## config.mk

```make
export PLATFORM = sky130hd
export DESIGN_NAME = stereo_rx_fifo
export DESIGN_NICKNAME = d
export VERILOG_FILES = /design/src/rtl/srf_pkg.sv /design/src/rtl/srf_justify.sv /design/src/rtl/srf_store.sv /design/src/rtl/srf_ctrl.sv /design/src/rtl/stereo_rx_fifo.sv
export SDC_FILE = /design/constraint.sdc
export NUM_CORES = 1
export LEC_CHECK = 0
export BUFFER_PORTS_ARGS = -buffer_cell sky130_fd_sc_hd__buf_2
export CAP_MARGIN = 40
export CORE_MARGIN = 2
export CORE_UTILIZATION = 24
export CTS_BUF_LIST = sky130_fd_sc_hd__clkbuf_2
export CTS_CLUSTER_SIZE = 12
export DETAILED_ROUTE_END_ITERATION = 12
export PLACE_DENSITY = 0.41
export RECOVER_POWER = 50
export SKIP_CTS_REPAIR_TIMING = 1
export SLEW_MARGIN = 20
export SYNTH_ARGS = -nofsm -noshare
export SYNTH_HDL_FRONTEND = slang
export SYNTH_SLANG_ARGS = --single-unit
export TNS_END_PERCENT = 100
```

## constraint.sdc

```tcl
create_clock -name clk -period 6.9 [get_ports clk]
set_input_delay 0.69 -clock clk [delete_from_list [all_inputs] [get_ports clk]]
set_output_delay 0.69 -clock clk [all_outputs]
set_load 0.1 [all_outputs]
```

## src/rtl/srf_pkg.sv

```systemverilog
package srf_pkg;
   typedef enum logic [1:0] {
      WL_16 = 2'd0,
      WL_24 = 2'd1,
      WL_32 = 2'd2,
      WL_32B = 2'd3
   } word_len_e;

   localparam int SHORT_W = 16;
   localparam int MID_W   = 24;
endpackage

```

## src/rtl/srf_justify.sv

```systemverilog
module srf_justify
   import srf_pkg::*;
#(
   parameter int DATA_W     = 32,
   parameter bit JUSTIFY_EN = 1'b1
)(
   input  logic [1:0]        word_len,
   input  logic [DATA_W-1:0] din,
   output logic [DATA_W-1:0] dout
);
   generate
      if (DATA_W < MID_W) begin : g_bad_width
         $error("srf_justify: DATA_W must be at least 24");
      end
      if (JUSTIFY_EN) begin : g_mask
         localparam logic [DATA_W-1:0] MASK16 = DATA_W'((64'd1 << SHORT_W) - 64'd1);
         localparam logic [DATA_W-1:0] MASK24 = DATA_W'((64'd1 << MID_W) - 64'd1);
         always_comb begin
            unique case (word_len_e'(word_len))
               WL_16:   dout = din & MASK16;
               WL_24:   dout = din & MASK24;
               default: dout = din;
            endcase
         end
      end else begin : g_pass
         logic [1:0] unused_wl;
         assign unused_wl = word_len;
         assign dout = din;
      end
   endgenerate
endmodule

```

## src/rtl/srf_store.sv

```systemverilog
module srf_store #(
   parameter int DATA_W = 32,
   parameter int DEPTH  = 8,
   localparam int PTR_W = $clog2(DEPTH)
)(
   input  logic              clk,
   input  logic              rst_n,
   input  logic              push,
   input  logic [PTR_W-1:0]  wp,
   input  logic [DATA_W-1:0] din_l,
   input  logic [DATA_W-1:0] din_r,
   input  logic              hit_l,
   input  logic              hit_r,
   input  logic [PTR_W-1:0]  rp,
   output logic [DATA_W-1:0] rd_data
);
   logic [DATA_W-1:0] mem_l [DEPTH];
   logic [DATA_W-1:0] mem_r [DEPTH];

   for (genvar i = 0; i < DEPTH; i++) begin : g_slot
      always_ff @(posedge clk) begin
         if (!rst_n) begin
            mem_l[i] <= '0;
            mem_r[i] <= '0;
         end else if (push && wp == PTR_W'(i)) begin
            mem_l[i] <= din_l;
            mem_r[i] <= din_r;
         end
      end
   end

   // Left wins if both halves are strobed together; an empty read keeps the value.
   always_ff @(posedge clk) begin
      if (!rst_n)     rd_data <= '0;
      else if (hit_l) rd_data <= mem_l[rp];
      else if (hit_r) rd_data <= mem_r[rp];
   end
endmodule

```

## src/rtl/srf_ctrl.sv

```systemverilog
module srf_ctrl #(
   parameter int DEPTH  = 8,
   localparam int PTR_W = $clog2(DEPTH),
   localparam int CNT_W = PTR_W + 1
)(
   input  logic             clk,
   input  logic             rst_n,
   input  logic             chan_en,
   input  logic             wr_pair,
   input  logic             rd_left,
   input  logic             rd_right,
   input  logic             stat_rd,
   output logic             push,
   output logic             hit_l,
   output logic             hit_r,
   output logic [PTR_W-1:0] wp,
   output logic [PTR_W-1:0] rp,
   output logic [CNT_W-1:0] count,
   output logic             ovf_flag,
   output logic             unf_flag
);
   logic             got_l, got_r, release_e, is_empty, is_full, drop;
   logic             ovf_pend;
   logic [PTR_W-1:0] ovf_loc;

   assign is_empty  = (count == '0);
   assign is_full   = (count == CNT_W'(DEPTH));
   assign push      = wr_pair && chan_en && !is_full;
   assign drop      = wr_pair && chan_en && is_full;
   assign hit_l     = rd_left  && chan_en && !is_empty;
   assign hit_r     = rd_right && chan_en && !is_empty;
   assign release_e = (got_l || hit_l) && (got_r || hit_r);
   assign ovf_flag  = ovf_pend && (rp == ovf_loc);

   always_ff @(posedge clk) begin
      if (!rst_n || !chan_en) begin
         wp       <= '0;
         rp       <= '0;
         count    <= '0;
         got_l    <= 1'b0;
         got_r    <= 1'b0;
         ovf_pend <= 1'b0;
         ovf_loc  <= '0;
      end else begin
         if (push) wp <= wp + 1'b1;
         count <= count + CNT_W'(push) - CNT_W'(release_e);
         if (release_e) begin
            rp    <= rp + 1'b1;
            got_l <= 1'b0;
            got_r <= 1'b0;
         end else begin
            got_l <= got_l || hit_l;
            got_r <= got_r || hit_r;
         end
         if (release_e && ovf_flag) begin
            ovf_pend <= 1'b0;
         end else if (drop && !ovf_pend) begin
            ovf_pend <= 1'b1;
            ovf_loc  <= wp - 1'b1;
         end
      end
   end

   always_ff @(posedge clk) begin
      if (!rst_n || !chan_en)                             unf_flag <= 1'b0;
      else if (is_empty && (rd_left || rd_right))         unf_flag <= 1'b1;
      else if (stat_rd)                                   unf_flag <= 1'b0;
   end

   assert_count_bound_R1: assert property (@(posedge clk) disable iff (!rst_n)
      count <= CNT_W'(DEPTH));
   assert_hold_ptr_R2: assert property (@(posedge clk) disable iff (!rst_n)
      (chan_en && !rd_left && !rd_right) |=> $stable(rp));
   assert_empty_read_ptr_R3: assert property (@(posedge clk) disable iff (!rst_n)
      (chan_en && is_empty && (rd_left || rd_right)) |=> $stable(rp));
   assert_empty_read_unf_R10: assert property (@(posedge clk) disable iff (!rst_n)
      (chan_en && is_empty && rd_left) |=> unf_flag);
   assert_drop_count_R5: assert property (@(posedge clk) disable iff (!rst_n)
      (wr_pair && chan_en && is_full && !rd_left && !rd_right) |=> $stable(count));
   assert_marker_cause_R6: assert property (@(posedge clk) disable iff (!rst_n)
      $rose(ovf_pend) |-> $past(wr_pair && is_full));
endmodule

```

## src/rtl/stereo_rx_fifo.sv

```systemverilog
module stereo_rx_fifo #(
   parameter int DATA_W     = 32,
   parameter int DEPTH      = 8,
   parameter bit JUSTIFY_EN = 1'b1
)(
   input  logic              clk,
   input  logic              rst_n,
   input  logic              chan_en,
   input  logic [1:0]        word_len,
   input  logic              wr_pair,
   input  logic [DATA_W-1:0] wr_left,
   input  logic [DATA_W-1:0] wr_right,
   input  logic              rd_left,
   input  logic              rd_right,
   input  logic              stat_rd,
   input  logic              irq_en_ovf,
   input  logic              irq_en_unf,
   output logic [DATA_W-1:0] rd_data,
   output logic              flag_empty,
   output logic              flag_half,
   output logic              flag_full,
   output logic              flag_ovf,
   output logic              flag_unf,
   output logic              irq
);
   localparam int PTR_W = $clog2(DEPTH);
   localparam int CNT_W = PTR_W + 1;
   localparam int HALF  = DEPTH / 2;

   generate
      if (DEPTH < 2 || (1 << PTR_W) != DEPTH) begin : g_bad_depth
         $error("stereo_rx_fifo: DEPTH must be a power of two >= 2");
      end
   endgenerate

   logic              push, hit_l, hit_r;
   logic [PTR_W-1:0]  wp, rp;
   logic [CNT_W-1:0]  count;
   logic [DATA_W-1:0] jl, jr;

   srf_justify #(.DATA_W(DATA_W), .JUSTIFY_EN(JUSTIFY_EN)) u_just_l (
      .word_len(word_len), .din(wr_left), .dout(jl));
   srf_justify #(.DATA_W(DATA_W), .JUSTIFY_EN(JUSTIFY_EN)) u_just_r (
      .word_len(word_len), .din(wr_right), .dout(jr));

   srf_ctrl #(.DEPTH(DEPTH)) u_ctrl (
      .clk(clk), .rst_n(rst_n), .chan_en(chan_en), .wr_pair(wr_pair),
      .rd_left(rd_left), .rd_right(rd_right), .stat_rd(stat_rd),
      .push(push), .hit_l(hit_l), .hit_r(hit_r), .wp(wp), .rp(rp),
      .count(count), .ovf_flag(flag_ovf), .unf_flag(flag_unf));

   srf_store #(.DATA_W(DATA_W), .DEPTH(DEPTH)) u_store (
      .clk(clk), .rst_n(rst_n), .push(push), .wp(wp), .din_l(jl), .din_r(jr),
      .hit_l(hit_l), .hit_r(hit_r), .rp(rp), .rd_data(rd_data));

   assign flag_empty = (count == '0);
   assign flag_half  = (count <= CNT_W'(HALF));
   assign flag_full  = (count == CNT_W'(DEPTH));
   assign irq        = (flag_ovf && irq_en_ovf) || (flag_unf && irq_en_unf);

   assert_irq_source_R11: assert property (@(posedge clk) disable iff (!rst_n)
      irq |-> (flag_ovf || flag_unf));
   assert_disable_clears_R12: assert property (@(posedge clk) disable iff (!rst_n)
      !chan_en |=> (flag_empty && !flag_ovf && !flag_unf));
   assert_level_order_R9: assert property (@(posedge clk) disable iff (!rst_n)
      flag_full |-> (!flag_half && !flag_empty));
endmodule

```

Word-level counts from Yosys, hierarchy flattened
Memories as Yosys holds them, arrays and structs flattened. A register that Yosys moved wholly into a read port is not among the register bits.
Cells that the tools add are included.
Word-level totals
  flip-flop bits (word level): 49
  bits in writable memories: 512
  input port bits: 75
  output and inout port bits: 38
  logic and storage cells: 135
  memories kept: 2
Operators by class
  add/sub/neg operators: 5
  $lt $le $gt $ge: 1
  equal/unequal tests: 10
  muxes and demuxes: 51
  bitwise gates (word level): 17
  reduce and logical (&&, ||, !) cells: 40
Memories
  u_store.mem_l: words 8, bits a word 32, rd ports 1, clocked after Yosys merged registers in 1, write ports 8, line srf_store.sv:17  | logic [DATA_W-1:0] mem_l [DEPTH];
  u_store.mem_r: words 8, bits a word 32, rd ports 1, clocked after Yosys merged registers in 1, write ports 8, line srf_store.sv:18  | logic [DATA_W-1:0] mem_r [DEPTH];
Operator list (count)
  $mux W32: 18
  $pmux W32 S2: 2
  $mux W1: 27
  $logic_and A1 B1 Y1: 22
  $or A1 B1 Y1: 16
  $eq A3 B3 Y1 const B: 4
  $mux W3: 4
  $add A3 B1 Y3 const B: 2
  $eq A3 B2 Y1 const B: 2
  $logic_not A1 Y1: 5
  $logic_or A1 B1 Y1: 5
  $add A4 B1 Y4: 1
  $eq A4 B4 Y1 const B: 1
  $le A4 B3 Y1 const B: 1
  $logic_not A4 Y1: 1
  $reduce_bool A2 Y1: 2
  $reduce_or A2 Y1: 2
  $sub A4 B1 Y4: 1
  $eq A3 B1 Y1 const B: 1
  $eq A3 B3 Y1: 1
  $logic_not A3 Y1: 1
  $sub A3 B1 Y3 const B: 1
  $eq A2 B1 Y1 const B: 1
  $logic_not A2 Y1: 1
  other kinds (2): 2

Logic depth before layout (Yosys ltp)
  depth after elaboration: 8
  gate-level depth with buffers: 13
  gate-level depth less buffers: 12

Modules after synthesis
Synthesis repeated with hierarchy kept, for this count alone.
Second synthesis, totals
  cell total of the unflattened synthesis: 1823
  area total of the unflattened synthesis: 25420.6 um^2
By module, submodules not included
  srf_store: times used 1, cells an instance 1653, area an instance 23934.2 um^2, sequential area each 16015.4 um^2
  srf_ctrl: times used 1, cells an instance 97, area an instance 935.9 um^2, sequential area each 340.3 um^2
  srf_justify: times used 2, cells an instance 34, area an instance 251.5 um^2, sequential area each 0.0 um^2
  stereo_rx_fifo: times used 1, cells an instance 5, area an instance 47.5 um^2, sequential area each 0.0 um^2

Least setup slack after synthesis
Ideal clock, no wire load.
  kind: register -> register
  start point: reg u_ctrl.count[2]
  end point: mem u_store.mem_l[0][0] (enable)
  library setup time: 0.581 ns
  data arrival time: 6.239 ns
  required time: 6.319 ns
  path slack: 0.079 ns
  cell stages (with the launch flop): 7
  buffers on the path: 0
  period minus slack after synthesis: 6.821 ns
  cells stage by stage: dfxtp_1 -> inv_1 -> ha_1 -> nor3b_2 -> nor2_1 -> inv_1 -> o31ai_1
RTL lines
  start, declared: line srf_ctrl.sv:18  | output logic [CNT_W-1:0] count,
  start signal, assigned: line srf_ctrl.sv:46  | count <= count + CNT_W'(push) - CNT_W'(release_e);
  end, declared: line srf_store.sv:17

==> implementation parameters <==
Parameter                              Value

Pwr
  Post-route total power    6.75 mW
  Worst IR Drop VDD    0.000130 V
  Static leakage power    10.9 nW
  Total power divided by cell area    233 mW/mm^2

Floorplanning
  Width of the die    324 um
  I/O pin count    113
  Chip Height    324 um
  Standard-cell rows    117
  Starting utilization of the core area    0.241
  CORE AREA    0.102 sq mm
  Die outline area    0.105 sq mm

Critical path
  Setup CP Type    flop to flop
  Worst Path Buf+Inv    4
  Worst path most repeated cell    sky130_fd_sc_hd__clkbuf_1
  Start of the worst register-to-register path    u_ctrl.count[2]
  Critical path arrival    5.77 ns
  Maximum fanout encountered on the critical timing path    51
  Required time at the endpoint of the critical path    7.80 ns
  Nature of the critical path endpoint    flop
  Cells along the critical path    inv_1 -> ha_1 -> nor3b_1 -> clkbuf_1 -> nor3_1 -> clkbuf_1 -> nand2_1 -> clkbuf_1 -> nor2_1
  Cell class contributing the biggest share of worst-path delay    buffers and inverters
  Slowest library cell on the worst path    sky130_fd_sc_hd__clkbuf_1
  Crit path largest cell delay    1.72 ns
  Startpoint class of the critical path    flop
  Worst setup startpoint    u_ctrl.count[2]

CTS
  Bufs on Longest Clock Path    3
  Clock network latency to the later pin of the worst-skew pair    1.29 ns
  Clock root cell    sky130_fd_sc_hd__clkbuf_2
  Clk slew on worst S/H paths    0.12 ns
  Number of H-tree levels    4
  TritonCTS Buffers    147
  CTS tree    done
  Sinks on Clock Net    564

Placement
  Buffers added on ports    112
  Last weighted congestion value of the routability-driven placer    0.722
  Worst setup slack before clock tree synthesis    3.29 ns
  Placed instance area    0.0269 sq mm
  Dpl cells    3062
  Final HPWL from detailed placement    42800 um

STA
  Final setup skew    0.0723 ns
  Worst Hold Slack    0.214 ns
  RSZ-0062 raised after global routing    false
  Slew margin rel.    -1.18
  Final Critical Period    4.86 ns
  Final critical-path share of the clock period    0.705
  Slew Viols, Final    495
  Tightest Pin Transition    3.27 ns
  Maximum frequency from static timing analysis    206 MHz
  Smallest setup slack after layout    2.04 ns
  Hold Fails Final Rpt    0
  Setup tns final    0 ns
  Number of setup violations in the final report    0

Hold path
  Min-delay worst type    primary input to flop
  Worst Min Path Start    word_len[1]

Run status
  Outcome    finished with violations
  Violated checks    capacitance limit, slew limit

Yosys
  Number of instances in the synthesized netlist    1659
  Count of unique library cells instantiated by Yosys    43
  Dominant cell type by area after synthesis    sky130_fd_sc_hd__edfxtp_1
  Mean instance size in the synthesized netlist    14.8 sq um
  Top_reg_cell synth    sky130_fd_sc_hd__edfxtp_1
  Count of synthesis-stage warnings from yosys    0
  Largest cells by area after synthesis    sky130_fd_sc_hd__edfxtp_1, sky130_fd_sc_hd__mux4_2, sky130_fd_sc_hd__nor2_1
  Total standard cell area after synthesis    0.0245 sq mm
  Sequential area share after synthesis    0.670
  Number of flops mapped to enable cells by yosys    512
  Portion of synthesized cell area occupied by the leading cell type    0.627
  Synthesized netlist net count    1750
  Post-synthesis register bit count    564
  Fraction of synthesis flops using an asynchronous set or reset pin    0

Routing
  Via Count    15300
  Detailed-route DRC error count    0
  Iteration-0 DRC count of the detailed router    1227
  Average wire per standard cell    22.8 um
  First drt pass iteration count    5
  Detailed Route WL    77500 um
  Routed via count divided by cell count    4.48
  Antenna Violating Nets Remaining    0

Job
  Max capacitance violation total    15

Global routing
  Pin count of the biggest net entering global routing    94
  Via count of the first global-routing pass    16300
  Number of antenna violations at the first check in global routing    10
  Combined global-route utilization of all metal layers    0.149
  Wire length of the first global-routing pass    111000 um
  GRT overflow    0

Final layout
  Area overhead of the layout relative to synthesis    17.9%
  Net count reported at finish    2009
  Number of standard cells in the layout, taps in and fillers out    3402
  Share of post-route cells with drive strength above 1    0.267
  Final-layout fill cell count    10500
  Post-route cell area    0.0289 sq mm
  Fraction of the core area covered by cells at the end of the flow    0.285
cell usage in the layout (no fill, tap or decap), types with 5 or more instances in the layout:
cell,instances
sky130_fd_sc_hd__dfxtp_1,49
sky130_fd_sc_hd__nand2_1,95
sky130_fd_sc_hd__and2_1,50
sky130_fd_sc_hd__clkinv_2,5
sky130_fd_sc_hd__mux2i_1,34
sky130_fd_sc_hd__clkbuf_2,233
sky130_fd_sc_hd__buf_2,112
sky130_fd_sc_hd__ha_1,15
sky130_fd_sc_hd__mux4_2,128
sky130_fd_sc_hd__nand2b_1,23
sky130_fd_sc_hd__a21oi_1,9
sky130_fd_sc_hd__clkbuf_1,15
sky130_fd_sc_hd__inv_1,19
sky130_fd_sc_hd__a221o_1,32
sky130_fd_sc_hd__dlygate4sd3_1,73
sky130_fd_sc_hd__clkinv_1,12
sky130_fd_sc_hd__and3_1,161
sky130_fd_sc_hd__o21ai_0,6
sky130_fd_sc_hd__mux2_2,9
sky130_fd_sc_hd__buf_4,19
sky130_fd_sc_hd__edfxtp_1,512
sky130_fd_sc_hd__buf_12,8
sky130_fd_sc_hd__nor2_1,304
sky130_fd_sc_hd__inv_2,6
sky130_fd_sc_hd__and2_0,46
report_power, final:
| part | switching [mW] | total, mW | internal (mW) |
|---|---|---|---|
| combinational | 0.280 | 0.415 | 0.135 |
| sequential | 0.0350 | 3.87 | 3.83 |
| clock | 1.43 | 2.46 | 1.03 |
sequential cells by signal, summed over array words and instances, names as in the netlist, 3 cells and up, named ones only:
signal and cells:
u_store.rd_data 32, u_store.mem_l 256, u_ctrl.count 4, u_store.mem_r 256
u_ctrl.wp 3, u_ctrl.rp 3, u_ctrl.ovf_loc 3
metal layers:
| layer | GRT usage | vias up | part of all wire |
|---|---|---|---|
| met2 | 0.246 | 481 | 0.48 |
| met1 | 0.196 | 7831 | 0.43 |
| li1 | - | 6809 | - |
| met3 | 0.0336 | 119 | 0.061 |
| met5 | 0 | - | 0.00089 |
| met4 | 0.0451 | 10 | 0.019 |
final timing paths:
check | to | slack [ns] | depth (start not counted)
min reg2reg | u_store.rd_data[29] | 0.49 | 1
max reg2reg | u_store.mem_l[2][18] | 2.04 | 9
max | u_store.mem_l[2][18] | 2.04 | 9
min | u_store.mem_r[3][26] | 0.21 | 3
cell type report:
class                   count  area, sq um  area share
diodes                      4         10.0    0.000346
clock buffers             233         1170      0.0403
clock inverters            28          220     0.00762
inverters                  19         71.3     0.00247
multi-input cells         955         7550       0.261
flip-flops and latches    564        16400       0.568
well taps                1368         1710      0.0592
repair buffers            231         1760      0.0609
Yosys cell counts, types with 9 or more instances:
cell	n
sky130_fd_sc_hd__ha_1	15
sky130_fd_sc_hd__dfxtp_1	52
sky130_fd_sc_hd__mux4_2	128
sky130_fd_sc_hd__and2_1	96
sky130_fd_sc_hd__edfxtp_1	512
sky130_fd_sc_hd__clkbuf_1	81
sky130_fd_sc_hd__and3_1	161
sky130_fd_sc_hd__buf_2	28
sky130_fd_sc_hd__a221o_1	32
sky130_fd_sc_hd__nand2_1	95
sky130_fd_sc_hd__mux2_2	9
sky130_fd_sc_hd__a21oi_1	9
sky130_fd_sc_hd__inv_1	19
sky130_fd_sc_hd__nor2_1	305
sky130_fd_sc_hd__mux2i_1	34
sky130_fd_sc_hd__nand2b_1	23
tightest hold or removal path: stages:
cell	delay, ns
sky130_fd_sc_hd__buf_2	0.28
sky130_fd_sc_hd__nand2_1	0.31
sky130_fd_sc_hd__nor2_1	0.06
logic make-up after synthesis:
kind of cell             share of synthesized area
AND/OR/NAND/NOR                              0.139
XOR/XNOR                                   0.00250
multiplexers                                 0.136
AO/OA/AOI/OAI                               0.0209
buffers and inverters                       0.0244
adder cells (fa/ha/maj)                    0.00847
flip-flops                                   0.670
(Power assumes the default switching activity.)
